==> config.mk <==
export PLATFORM = sky130hd
export DESIGN_NAME = elastic_pipe
export DESIGN_NICKNAME = d
export VERILOG_FILES = /design/src/rtl/elastic_pipe_pkg.sv /design/src/rtl/elastic_pipe_ctrl.sv /design/src/rtl/elastic_pipe_data.sv /design/src/rtl/elastic_pipe.sv
export SDC_FILE = /design/constraint.sdc
export NUM_CORES = 2
export LEC_CHECK = 0
export BUFFER_PORTS_ARGS = -buffer_cell sky130_fd_sc_hd__buf_2
export CORE_ASPECT_RATIO = 0.75
export CORE_MARGIN = 5
export CORE_UTILIZATION = 40
export CTS_CLUSTER_DIAMETER = 60
export CTS_CLUSTER_SIZE = 20
export DETAILED_ROUTE_END_ITERATION = 8
export GPL_TIMING_DRIVEN = 0
export PLACE_DENSITY = 0.56
export SYNTH_ARGS = -nofsm -noshare
export SYNTH_HDL_FRONTEND = slang
export SYNTH_HIERARCHICAL = 1
export SYNTH_SLANG_ARGS = --single-unit
==> constraint.sdc <==
create_clock -name clk -period 36.7 [get_ports clk]
set_clock_uncertainty 0.1 [all_clocks]
set_input_delay 7.34 -clock clk [delete_from_list [all_inputs] [get_ports clk]]
set_output_delay 7.34 -clock clk [all_outputs]
set_load 0.05 [all_outputs]
==> src/rtl/elastic_pipe_pkg.sv <==
package elastic_pipe_pkg;

  // Per-stage strobes sent from the control to the datapath.
  typedef struct packed {
    logic capture;  // stage takes a valid word from its source this cycle
    logic hold;     // stage keeps its current word this cycle
  } stageStrobe_t;

endpackage

==> src/rtl/elastic_pipe_ctrl.sv <==
module elastic_pipe_ctrl
  import elastic_pipe_pkg::*;
#(
  parameter int STAGES = 16
) (
  input  logic                       clk,
  input  logic                       rst,
  input  logic                       inValid,
  input  logic                       outReady,
  output logic                       inReady,
  output logic                       outValid,
  output stageStrobe_t [STAGES-1:0]  strobes
);

  logic [STAGES-1:0] stageValid;
  logic [STAGES-1:0] slotOpen;   // stage can load from its source this cycle
  logic [STAGES-1:0] srcValid;   // valid flag of the word offered to each stage

  // A stage may load when the consumer is ready or any stage from here to
  // the exit is empty: a wide AND over the downstream valid flags.
  genvar gi;
  generate
    for (gi = 0; gi < STAGES; gi++) begin : gOpen
      assign slotOpen[gi] = outReady | ~(&stageValid[STAGES-1:gi]);
      if (gi == 0) begin : gHead
        assign srcValid[gi] = inValid;
      end else begin : gBody
        assign srcValid[gi] = stageValid[gi-1];
      end
      assign strobes[gi].capture = slotOpen[gi] & srcValid[gi];
      assign strobes[gi].hold    = stageValid[gi] & ~slotOpen[gi];
    end
  endgenerate

  always_ff @(posedge clk) begin
    if (rst) begin
      stageValid <= '0;
    end else begin
      for (int i = 0; i < STAGES; i++) begin
        if (slotOpen[i]) stageValid[i] <= srcValid[i];
      end
    end
  end

  assign inReady  = slotOpen[0];
  assign outValid = stageValid[STAGES-1];

  assert_reset_empty_R1: assert property (@(posedge clk) disable iff (rst)
    $past(rst) |-> (!outValid && inReady));

  assert_ready_passes_R5: assert property (@(posedge clk) disable iff (rst)
    outReady |-> inReady);

  assert_refuse_only_full_R6: assert property (@(posedge clk) disable iff (rst)
    !inReady |-> (outValid && !outReady && (&stageValid)));

  assert_count_conserved_R8: assert property (@(posedge clk) disable iff (rst)
    !$past(rst) |-> ($countones(stageValid) ==
      $past($countones(stageValid)) + int'($past(inValid && inReady))
      - int'($past(outValid && outReady))));

endmodule

==> src/rtl/elastic_pipe_data.sv <==
module elastic_pipe_data
  import elastic_pipe_pkg::*;
#(
  parameter int STAGES = 16,
  parameter int DATA_W = 200
) (
  input  logic                       clk,
  input  logic                       rst,
  input  stageStrobe_t [STAGES-1:0]  strobes,
  input  logic [DATA_W-1:0]          inData,
  output logic [DATA_W-1:0]          outData
);

  logic [DATA_W-1:0] stageData [STAGES];

  // Data registers load only when a valid word arrives; no reset needed.
  genvar gi;
  generate
    for (gi = 0; gi < STAGES; gi++) begin : gStage
      if (gi == 0) begin : gHead
        always_ff @(posedge clk) begin
          if (strobes[gi].capture) stageData[gi] <= inData;
        end
      end else begin : gBody
        always_ff @(posedge clk) begin
          if (strobes[gi].capture) stageData[gi] <= stageData[gi-1];
        end
      end

      assert_stage_hold_R2: assert property (@(posedge clk) disable iff (rst)
        strobes[gi].hold |=> $stable(stageData[gi]));

      assert_hold_excl_R4: assert property (@(posedge clk) disable iff (rst)
        !(strobes[gi].hold && strobes[gi].capture));
    end
  endgenerate

  assign outData = stageData[STAGES-1];

endmodule

==> src/rtl/elastic_pipe.sv <==
module elastic_pipe
  import elastic_pipe_pkg::*;
#(
  parameter int STAGES = 16,
  parameter int DATA_W = 200
) (
  input  logic              clk,
  input  logic              rst,
  input  logic              inValid,
  output logic              inReady,
  input  logic [DATA_W-1:0] inData,
  output logic              outValid,
  input  logic              outReady,
  output logic [DATA_W-1:0] outData
);

  stageStrobe_t [STAGES-1:0] strobes;

  elastic_pipe_ctrl #(.STAGES(STAGES)) uCtrl (
    .clk      (clk),
    .rst      (rst),
    .inValid  (inValid),
    .outReady (outReady),
    .inReady  (inReady),
    .outValid (outValid),
    .strobes  (strobes)
  );

  elastic_pipe_data #(.STAGES(STAGES), .DATA_W(DATA_W)) uData (
    .clk     (clk),
    .rst     (rst),
    .strobes (strobes),
    .inData  (inData),
    .outData (outData)
  );

  assert_out_stall_hold_R2: assert property (@(posedge clk) disable iff (rst)
    (outValid && !outReady) |=> (outValid && $stable(outData)));

endmodule

==> flow_summary.toml <==
[worst_setup_path]
ff2ff_path_depth = 9
cp-start-kind = "input pin"
arrival_ps = 8770
cp.required_ps = 29260
worstSetupPathType = "input pin to output pin"
crit_fanout = 7
end_kind = "output pin"

[power]
peakVddDrop_mv = 0.0327
leakagePower_nw = 36.2
finalPower_mw = 6.34
p_per_area_nw_per_um2 = 55.8

[synthesis]
yosys_warnings = 6
syn_area_um2 = 98400
syn_inst = 3492
syn_nets = 3696
avgSynthCellArea_um2 = 28.2

[clock_network]
cts_made_buffers = 204
cts_hold_buf = 0
htree_levels = 4
cts.sinks = 3216
clk_latency_ps = 860
cts_tree = "yes"
cts_setup_buffers = 0
ctsResizeCount = 0
clock_path_buffers = 4
clkTransAtPathRegs_ps = 70
cts_root_buf = "clkbuf_16"

[detailed_routing]
post_drt_wl_per_cell_um = 20.8
drt-vias-per-instance = 4.43
dr.pass1.iters = 5
wl_um = 157000
drt_iter0_markers = 2686
drc = 0
num_vias = 33500
ant_nets = 0

[placed_design]
io_buffers = 405
place_inst = 7293
gp_congestion = 0.752
dp_hpwl_um = 99400

[global_routing]
grt_max_degree = 58
first_global_vias = 35000
gr-total-overflow = 0
grt_first_pass_wirelength_um = 234000
gr-usage-all-layers = 0.122
antenna_found_initial = 1

[die]
coreArea_um2 = 244000
die_y_um = 439
dieArea_um2 = 256000
die_w_um = 583
ioPinCount = 406
start_util = 0.403
rows = 157

[sta]
period_share = 0.442
finalSetupViolCount = 0
slew_violations = 0
worst_pin_slew_ps = 751
slew_headroom = 0.498
rsz0062_at_grt = "no"
min_period_ps = 16210
final_hold_viol_count = 0
fmax_mhz = 61.7

[outcome]
status = "completed"

[cells_and_area]
nFillCells = 19800
drive_gt1_frac = 0.237
final_nets = 4444
register_area_um2 = 96400
instances_no_fill = 7574
syn_to_final_growth_pct = 15.5
multi_input_area_um2 = 569

[job]
maxCapViolCount = 0

[min_path]
min_path_cells = 0
hold_class = "flip-flop to flip-flop"
worst max-delay path, stage by stage:
cell and delay, ps:
buf_2 110, nand4b_4 290, nor2_1 370, and3_1 320, nand3_1 110, buf_2 240
routing by layer:
layer,up-vias,track usage,part of all wire
met5,-,0,0
met4,0,0.0369,0.028
met3,260,0.0211,0.038
met2,609,0.209,0.51
met1,17400,0.160,0.42
li1,15200,-,-
flip-flops by register name (all words and copies together), names as in the netlist:
signal	count
uData/stageData	3200
uCtrl/stageValid	16
through the flow:
step | setup WS [ps] | util | TNS [ps] | hold slack, ps | instance area, um^2
floorplan | 13500 | - | 0 | 300 | 98400
global placement | -918 | 0.428 | -170830 | 300 | 104000
detailed placement | 20530 | 0.441 | 0 | 305 | 108000
CTS | 20540 | 0.465 | 0 | 286 | 114000
global route | 20430 | 0.465 | 0 | 293 | 114000
finish | 20490 | 0.465 | 0 | 289 | 114000
cells in the final DEF (no fill, tap or decap), drive strengths merged:
master    instances
nor2             21
nand3             5
a31oi             2
a21boi            1
edfxtp         3200
nand4b            1
clkinv           29
and2b             1
o31ai             1
o21ba             3
and4              1
buf             742
and2              5
clkbuf          223
nor3              1
nor4              2
diode             2
nand4             1
bufinv            6
clkinvlp          3
dfxtp            16
nor2b            11
o21a              1
nand2b            1
inv              23
and3              3
nand2             5
a21oi             5
cell type report:
type                       count  area share
sequential                  3216       0.849
clock buffer                 221      0.0457
timing repair buffer         542      0.0449
tap                         3259      0.0359
buffer                       202      0.0133
clock inverter                58     0.00638
multi-input combinational     71     0.00501
inverter                       3   0.0000991
antenna                        2   0.0000441
power breakdown:
group	switching, mW	total (mW)	internal (mW)	leakage [nW]
combinational	0.0322	0.0490	0.0168	4.08
sequential	0.0156	4.07	4.06	29.2
clock	1.14	2.21	1.07	2.88
path summary, 6_finish.rpt:
check | startpoint | to | slack [ps]
min reg2reg | uData/stageData[0][595] | uData/stageData[0][795] | 290
min | uData/stageData[0][595] | uData/stageData[0][795] | 290
max | outReady | inReady | 20490
max reg2reg | uCtrl/stageValid[12] | uData/stageData[0][1178] | 33510
(Power assumes the default switching activity.)
